## src/rtl/psplit_pkg.sv

```systemverilog
package psplit_pkg;
  localparam int UFRAMES = 8;
  localparam int UF_W    = $clog2(UFRAMES);

  typedef enum logic [1:0] {
    SPD_FULL = 2'b00,
    SPD_LOW  = 2'b01,
    SPD_HIGH = 2'b10,
    SPD_BAD  = 2'b11
  } speed_e;

  typedef enum logic [1:0] {
    ET_CTRL  = 2'b00,
    ET_ISO   = 2'b01,
    ET_BULK  = 2'b10,
    ET_INTR  = 2'b11
  } eptype_e;
endpackage

```

## src/rtl/psplit_classify.sv

```systemverilog
module psplit_classify
  import psplit_pkg::*;
#(
  parameter int MASK_W = UFRAMES
) (
  input  logic [1:0]        speed,
  input  logic [MASK_W-1:0] smask,
  output logic              is_intr,
  output logic [1:0]        ep_code
);
  logic slow;
  always_comb begin
    slow    = (speed == SPD_FULL) || (speed == SPD_LOW);
    is_intr = slow && (smask != '0);
    ep_code = is_intr ? ET_INTR : ET_BULK;
  end
endmodule

```

## src/rtl/psplit_slot.sv

```systemverilog
module psplit_slot
  import psplit_pkg::*;
#(
  parameter int FIDX_W = 14,
  parameter int MASK_W = UFRAMES
) (
  input  logic              clk,
  input  logic              rst,
  input  logic              tick,
  input  logic [FIDX_W-1:0] fidx,
  input  logic [MASK_W-1:0] smask,
  input  logic [MASK_W-1:0] cmask,
  output logic              s_hit,
  output logic              c_hit
);
  localparam int IW = $clog2(MASK_W);
  logic [IW-1:0] uframe_q;

  always_ff @(posedge clk) begin
    if (rst)       uframe_q <= '0;
    else if (tick) uframe_q <= fidx[IW-1:0];
  end

  always_comb begin
    s_hit = smask[uframe_q];
    c_hit = cmask[uframe_q];
  end
endmodule

```

## src/rtl/psplit_issue.sv

```systemverilog
module psplit_issue #(
  parameter int HUB_W  = 7,
  parameter int PORT_W = 7
) (
  input  logic              clk,
  input  logic              rst,
  input  logic              tick,
  input  logic              qh_valid,
  input  logic              eligible,
  input  logic [1:0]        ep_code,
  input  logic              s_hit,
  input  logic              c_hit,
  input  logic [HUB_W-1:0]  hub,
  input  logic [PORT_W-1:0] port,
  output logic              ready,
  output logic              tok_valid,
  output logic              tok_complete,
  output logic [1:0]        tok_ep_type,
  output logic [HUB_W-1:0]  tok_hub,
  output logic [PORT_W-1:0] tok_port
);
  logic              pend_q;
  logic [1:0]        pend_ep_q;
  logic [HUB_W-1:0]  pend_hub_q;
  logic [PORT_W-1:0] pend_port_q;
  logic              accept;

  assign ready  = !pend_q;
  assign accept = qh_valid && ready && eligible && (s_hit || c_hit);

  always_ff @(posedge clk) begin
    if (rst) begin
      pend_q       <= 1'b0;
      tok_valid    <= 1'b0;
      tok_complete <= 1'b0;
      tok_ep_type  <= '0;
      tok_hub      <= '0;
      tok_port     <= '0;
      pend_ep_q    <= '0;
      pend_hub_q   <= '0;
      pend_port_q  <= '0;
    end else begin
      tok_valid <= 1'b0;
      if (pend_q) begin
        pend_q <= 1'b0;
        if (!tick) begin
          tok_valid    <= 1'b1;
          tok_complete <= 1'b0;
          tok_ep_type  <= pend_ep_q;
          tok_hub      <= pend_hub_q;
          tok_port     <= pend_port_q;
        end
      end else if (accept) begin
        tok_valid    <= 1'b1;
        tok_complete <= c_hit;
        tok_ep_type  <= ep_code;
        tok_hub      <= hub;
        tok_port     <= port;
        pend_q       <= c_hit && s_hit;
        pend_ep_q    <= ep_code;
        pend_hub_q   <= hub;
        pend_port_q  <= port;
      end
    end
  end
endmodule

```

## src/rtl/psplit_sched.sv

```systemverilog
module psplit_sched
  import psplit_pkg::*;
#(
  parameter int FIDX_W = 14,
  parameter int HUB_W  = 7,
  parameter int PORT_W = 7
) (
  input  logic               clk,
  input  logic               rst,
  input  logic               uframe_tick,
  input  logic [FIDX_W-1:0]  frame_index,
  input  logic               qh_valid,
  output logic               qh_ready,
  input  logic [1:0]         qh_speed,
  input  logic [UFRAMES-1:0] qh_smask,
  input  logic [UFRAMES-1:0] qh_cmask,
  input  logic [HUB_W-1:0]   qh_hub,
  input  logic [PORT_W-1:0]  qh_port,
  output logic               tok_valid,
  output logic               tok_complete,
  output logic [1:0]         tok_ep_type,
  output logic [HUB_W-1:0]   tok_hub,
  output logic [PORT_W-1:0]  tok_port
);
  logic       is_intr;
  logic [1:0] ep_code;
  logic       s_hit, c_hit;

  psplit_classify #(.MASK_W(UFRAMES)) u_class (
    .speed(qh_speed), .smask(qh_smask), .is_intr(is_intr), .ep_code(ep_code)
  );

  psplit_slot #(.FIDX_W(FIDX_W), .MASK_W(UFRAMES)) u_slot (
    .clk(clk), .rst(rst), .tick(uframe_tick), .fidx(frame_index),
    .smask(qh_smask), .cmask(qh_cmask), .s_hit(s_hit), .c_hit(c_hit)
  );

  psplit_issue #(.HUB_W(HUB_W), .PORT_W(PORT_W)) u_issue (
    .clk(clk), .rst(rst), .tick(uframe_tick), .qh_valid(qh_valid),
    .eligible(is_intr), .ep_code(ep_code), .s_hit(s_hit), .c_hit(c_hit),
    .hub(qh_hub), .port(qh_port), .ready(qh_ready),
    .tok_valid(tok_valid), .tok_complete(tok_complete),
    .tok_ep_type(tok_ep_type), .tok_hub(tok_hub), .tok_port(tok_port)
  );
endmodule

```

## config.mk

```make
export PLATFORM = sky130hd
export DESIGN_NAME = psplit_sched
export DESIGN_NICKNAME = d
export VERILOG_FILES = /design/src/rtl/psplit_pkg.sv /design/src/rtl/psplit_classify.sv /design/src/rtl/psplit_slot.sv /design/src/rtl/psplit_issue.sv /design/src/rtl/psplit_sched.sv
export SDC_FILE = /design/constraint.sdc
export NUM_CORES = 1
export LEC_CHECK = 0
export CORE_MARGIN = 2
export CORE_UTILIZATION = 40
export CTS_BUF_LIST = sky130_fd_sc_hd__clkbuf_8
export DETAILED_ROUTE_END_ITERATION = 8
export PLACE_DENSITY = 0.83
export SETUP_SLACK_MARGIN = 0.15
export SYNTH_ARGS = -nofsm -noshare
export SYNTH_HDL_FRONTEND = slang
export SYNTH_HIERARCHICAL = 1
export SYNTH_SLANG_ARGS = --single-unit
export TNS_END_PERCENT = 100
```

## constraint.sdc

```tcl
create_clock -name clk -period 2.2 [get_ports clk]
set_input_delay 0.22 -clock clk [delete_from_list [all_inputs] [get_ports clk]]
set_output_delay 0.22 -clock clk [all_outputs]
set_load 0.01 [all_outputs]
```

## Word level (Yosys, flattened, before mapping)

Index checks and enable logic that the tools add are counted.
W data, S select, Z words.

| word-level totals | value |
|---|---|
| flip-flop bits (word level) | 38 |
| bits of input ports | 50 |
| output and inout bits | 19 |
| logic and storage cells | 49 |

| operators by class | value |
|---|---|
| $lt $le $gt $ge | 1 |
| equality and inequality tests | 2 |
| multiplexer cells | 20 |
| bitwise logic cells | 2 |
| reduce and logical (&&, ||, !) cells | 14 |

Operators with widths:

| kind | count |
|---|---|
| $mux W7 | 6 |
| $mux W1 | 9 |
| $reduce_bool A8 Y1 | 1 |
| $bmux W1 S3 | 2 |
| $mux W2 | 3 |
| $logic_and A1 B1 Y1 | 5 |
| $lt A3 B4 Y1 const B | 1 |
| $reduce_and A2 Y1 | 2 |
| $reduce_or A3 Y1 | 1 |
| $eq A2 B1 Y1 const B | 1 |
| $logic_not A2 Y1 | 1 |
| $logic_or A1 B1 Y1 | 2 |
| $ne A2 B2 Y1 const B | 1 |
| $not A1 Y1 | 2 |
| $reduce_bool A2 Y1 | 1 |
| $logic_not A1 Y1 | 1 |

## Longest topological paths before layout

| logic depth | value |
|---|---|
| word-level depth | 7 |
| gate-level depth with buffers | 7 |
| mapped depth without buffers | 5 |

## Cells and area by module

The synthesis kept the hierarchy.

Modules (own cells, without submodules):

| module | times used | cells each | area each (sq um) |
|---|---|---|---|
| psplit_issue | 1 | 159 | 1,491.4 |
| psplit_slot | 1 | 16 | 234.0 |
| psplit_classify | 1 | 6 | 36.3 |

## Worst setup path after synthesis

Ideal clock, no wire load.

| timing path | value |
|---|---|
| path type | register -> register |
| start point | reg u_slot.uframe_q[0] |
| end point | reg u_issue.tok_port[4] |
| setup time | 0.119 ns |
| arrival | 2.001 ns |
| data required time | 2.081 ns |
| slack | 0.080 ns |
| stages on the path, launching flop included | 8 |
| clock period less this slack | 2.120 ns |
| cell sequence | dfxtp_1 -> clkbuf_2 -> mux4_1 -> mux2_2 -> nor2_2 -> o21ai_4 -> buf_4 -> o221a_2 |

| between the ends | value |
|---|---|
| word-level cells in the longest chain between the ends | 6 |

Ends and longest elaborated chain:

| element | RTL line | RTL |
|---|---|---|
| start, declared | psplit_slot.sv:17 | `logic [IW-1:0] uframe_q;` |
| start signal, assigned | psplit_slot.sv:21 | `else if (tick) uframe_q <= fidx[IW-1:0];` |
| $bmux W1 S3 | psplit_slot.sv:25 | `s_hit = smask[uframe_q];` |
| $mux W1 (not written as such) | psplit_slot.sv:25 |  |
| via s_hit | psplit_sched.sv:27 | `logic s_hit, c_hit;` |
| $logic_or A1 B1 Y1 | psplit_issue.sv:29 | `assign accept = qh_valid && ready && eligible && (s_hit \|\| c_hit);` |
| $logic_and A1 B1 Y1 | psplit_issue.sv:29 |  |
| $reduce_bool A2 Y1 (no source line) | n/a |  |
| $reduce_and A2 Y1 (no source line) | n/a |  |
| end signal, assigned | psplit_issue.sv:51 | `tok_port <= pend_port_q;` |
| end signal, assigned | psplit_issue.sv:58 | `tok_port <= port;` |
| end, declared | psplit_issue.sv:20 | `output logic [PORT_W-1:0] tok_port` |

The timed path passes the listed nets, and every way through them passes these cells. The select of a mux whose other input is x is not followed.
A chain may end at the register's enable or synchronous reset.

## Worst setup path after layout

| timing path | value |
|---|---|
| start point | reg u_slot.uframe_q[0] |
| end point | reg u_issue.tok_port[0] |

Same word-level chain as after synthesis.

==> summary.md <==
| Metric | Value |
|---|---|
| Status | `complete, no violations` |
| Clock Sinks | `38` |
| Io pins | `69` |
| Netlist cell types | `27` |
| Reg2reg path depth | `5` |
| Fin crit period | `2.00 ns` |
| Largest buffer count on any clock path | `2` |
| Fillers | `383` |
| Post-DR wirelength/cell | `14.8 microns` |
| Synth Cell Area | `1760 sq um` |
| Net switching power | `0.422 mW` |
| Synthesized flop and latch total | `38` |
| Seq pwr share | `47.1%` |
| Avg Cell Area, Syn | `9.73 sq um` |
| Overflow after GRT | `0` |
| Combinational power share | `22.8%` |
| Die Area | `4950 sq um` |
| Vias per std cell | `5.42` |
| R2R Path Start | `u_slot/uframe_q[0]` |
| Synth Area in Compound Gates | `27.0%` |
| Maximum vdd drop | `0.270 mV` |
| Drt first-iter violations | `112` |
| Slew @ Worst Pin | `1.23 ns` |
| Critical Path Sink Type | `register` |
| Gpl congestion | `0.707` |
| Clock Power Share | `30.0%` |
| Top post-synthesis cells by area | `dfxtp_1 43%, a21oi_1 9.9%, nand3b_1 6.8%` |
| Die X | `70.4 microns` |
| Post-synth top area cell | `dfxtp_1` |
| Worst rel slew slack | `17.8%` |
| Sequential share of the synthesized area | `43.2%` |
| Max Fanout on Critical Path | `8` |
| Setup TNS Final | `0 ns` |
| Drc violations | `0` |
| CTS H-Tree Depth | `2` |
| Synth Area in Simple Gates | `11.4%` |
| Reg-to-reg slack, setup | `0.20 ns` |
| Main combinational cell family by area after synthesis | `compound AO/OA/AOI/OAI gates` |
| Dpl cells | `281` |
| PortBufs | `56` |
| Gr usage total | `18.0%` |
| TritonCTS clock tree | `yes` |
| Max cap viols | `0` |
| Initial antenna violation count | `0` |
| Hold Crit Class | `reg -> reg` |
| Fin cells | `292` |
| Final Hold Viols | `0` |
| Worst min-delay path endpoint | `u_issue/pend_hub_q[1]` |
| Post-CTS Hold Buffers | `0` |
| WHS Path Cells | `2` |
| Global-route wire length before repair | `7190 microns` |
| Ant diodes | `0` |
| Pleak | `0.890 nW` |
| Final clock skew | `0.00442 ns` |
| Post-synthesis adder-cell area fraction | `0%` |
| Clk_lat worst skew | `0.29 ns` |
| Post-synth net total | `231` |
| Via count | `1,584` |
| CP arrival | `2.18 ns` |
| Largest net degree at the start of global routing | `39` |
| RSZ-0062 raised after global routing | `false` |
| Yosys warns | `6` |
| Post-DRT Antenna Nets | `0` |
| Fin crit share | `90.7%` |
| CTS Buf Count | `5` |
| Syn-to-layout area delta | `41.6%` |
| Syn Inst Count | `181` |
| Nets | `289` |
| Reg clk slew, reported paths | `0.07 ns` |
| CP required | `2.38 ns` |
| Number of global-route vias before repair | `1,607` |
| Core Rows | `24` |
| Total wire length | `4330 microns` |
| Layout cell share with drive strength beyond 1 | `15.4%` |
| PwrDens | `650 nW/um^2` |
| Starting Density | `41.0%` |
| Total power | `1.62 mW` |
| Final Slew Violations | `0` |
| Internal power | `1.20 mW` |
| HP Start | `u_issue/pend_hub_q[1]` |
| DRT Pass-1 Iters | `5` |
| Top-area cell type share of the netlist area | `43.2%` |
| Max Fclk | `0.501 GHz` |
| Final setup viols | `0` |
| Post-synthesis xor/xnor area fraction | `0%` |
| Worst Path Class, Setup | `reg -> reg` |
| Multiplexer area fraction after synthesis | `8.95%` |
| Core area | `4290 sq um` |
| Worst R2R End | `u_issue/tok_port[0]` |
| Dpl hpwl | `2840 microns` |
| Die Y | `70.4 microns` |
| Sw Share | `26.0%` |
| Setup crit start kind | `register` |
| Clock Root Buffer | `clkbuf_8` |
[power by group through the flow]
stage / logic, mW / clock network (mW) / registers, mW
2_1_floorplan: 0.171 / 0 / 0.787
3_3_place_gp: 0.337 / 0 / 0.777
3_5_place_dp: 0.345 / 0 / 0.779
4_1_cts: 0.347 / 0.497 / 0.764
5_1_grt: 0.399 / 0.520 / 0.771
6_report: 0.371 / 0.487 / 0.765
[cell families after synthesis]
family | Yosys count
AO/OA/AOI/OAI | 70
AND/OR/NAND/NOR | 28
other | 1
flip-flops | 38
multiplexers | 9
buffers and inverters | 35
[worst max path at each step]
stage | start | end | depth (start not counted)
after floorplan | u_slot/uframe_q[0] | u_issue/tok_port[4] | 7
after global placement | qh_smask[1] | u_issue/tok_port[0] | 6
after detailed placement | qh_smask[1] | u_issue/pend_hub_q[6] | 7
after CTS | u_slot/uframe_q[0] | u_issue/pend_hub_q[6] | 6
after global routing | u_slot/uframe_q[0] | u_issue/pend_hub_q[4] | 6
final | u_slot/uframe_q[0] | u_issue/tok_port[0] | 5
[synthesized netlist by cell type]
library cell,count
buf_4,3
o221a_2,7
a21oi_1,35
nor2b_1,1
nand3b_1,16
nor3_1,1
mux2i_1,3
buf_2,3
nor2_1,3
and3b_1,1
nand2b_1,1
nor2_2,1
mux4_1,4
conb_1,1
o211ai_1,1
o221a_1,9
inv_1,18
dfxtp_1,38
nand3b_4,1
nand2_1,1
mux2_2,2
buf_6,2
clkbuf_1,7
nor4_1,2
o21ai_0,16
clkbuf_2,2
o21ai_4,2
[what timing repair did]
action / CTS / global route
setup buffers: 0 / 2
resized for setup: 1 / 10
cloned: 0 / 1
setup endpoints to repair: 28 / 19
pin swaps: 0 / 2
[area by class of cell]
cell class	instances	area, sq um	share of cell area (%)
multi-input combinational	109	851	34.1
inverter	18	67.6	2.71
clock inverter	2	8.76	0.351
sequential	38	764	30.6
timing repair buffer	67	656	26.3
tap	52	65.1	2.61
clock buffer	6	82.6	3.31
[critical path, cell delays in order, from the launching register on]
cell	delay [ns]
dfxtp_4	0.40
mux4_2	0.51
mux2_4	0.32
nor2_4	0.25
o21ai_4	0.15
o221a_2	0.27
[layer usage]
metal,up-vias,share of wire [%],track usage [%]
li1,772,-,-
met1,749,41,21.4
met2,56,50,29.1
met3,7,6.8,5.05
met4,0,2.1,9.62
met5,-,0,0
[stage by stage]
step | worst slack (ns) | cell area, sq um | hold WS (ns) | utilization, %
after global routing | 0.152 | 2490 | 0.494 | 58.1
after CTS | 0.156 | 2460 | 0.480 | 57.3
final | 0.204 | 2490 | 0.480 | 58.1
after detailed placement | -0.0323 | 2370 | 0.468 | 55.1
after global placement | 0.0447 | 2370 | 0.460 | 55.1
after floorplan | 0.167 | 1780 | 0.292 | -
[placed cells by master (no fill, tap or decap)]
cell and instances:
clkdlybuf4s50_1 56, dfxtp_1 37, a21oi_1 35, inv_1 19, nand3b_1 16, o21ai_0 16, buf_4 10, o221a_1 9
o221a_2 7, clkbuf_8 6, mux4_2 4, o21ai_4 3, mux2i_1 3, nor2_1 3, nor4_1 2, mux2_4 2
clkinv_2 1, conb_1 1, nor2_4 1, and3b_1 1, nand3b_4 1, nand2b_1 1, nor2b_1 1, nand2_1 1
nor3_1 1, o211ai_1 1, buf_12 1, dfxtp_4 1
[flip-flops by register name (all words and copies together), names as in the netlist, 2 cells and up]
name / cells
u_issue/pend_ep_q: 2
u_issue/pend_port_q: 7
u_issue/tok_hub: 7
u_issue/tok_ep_type: 2
u_issue/pend_hub_q: 7
u_issue/tok_port: 7
u_slot/uframe_q: 3
(Power assumes the default switching activity.)
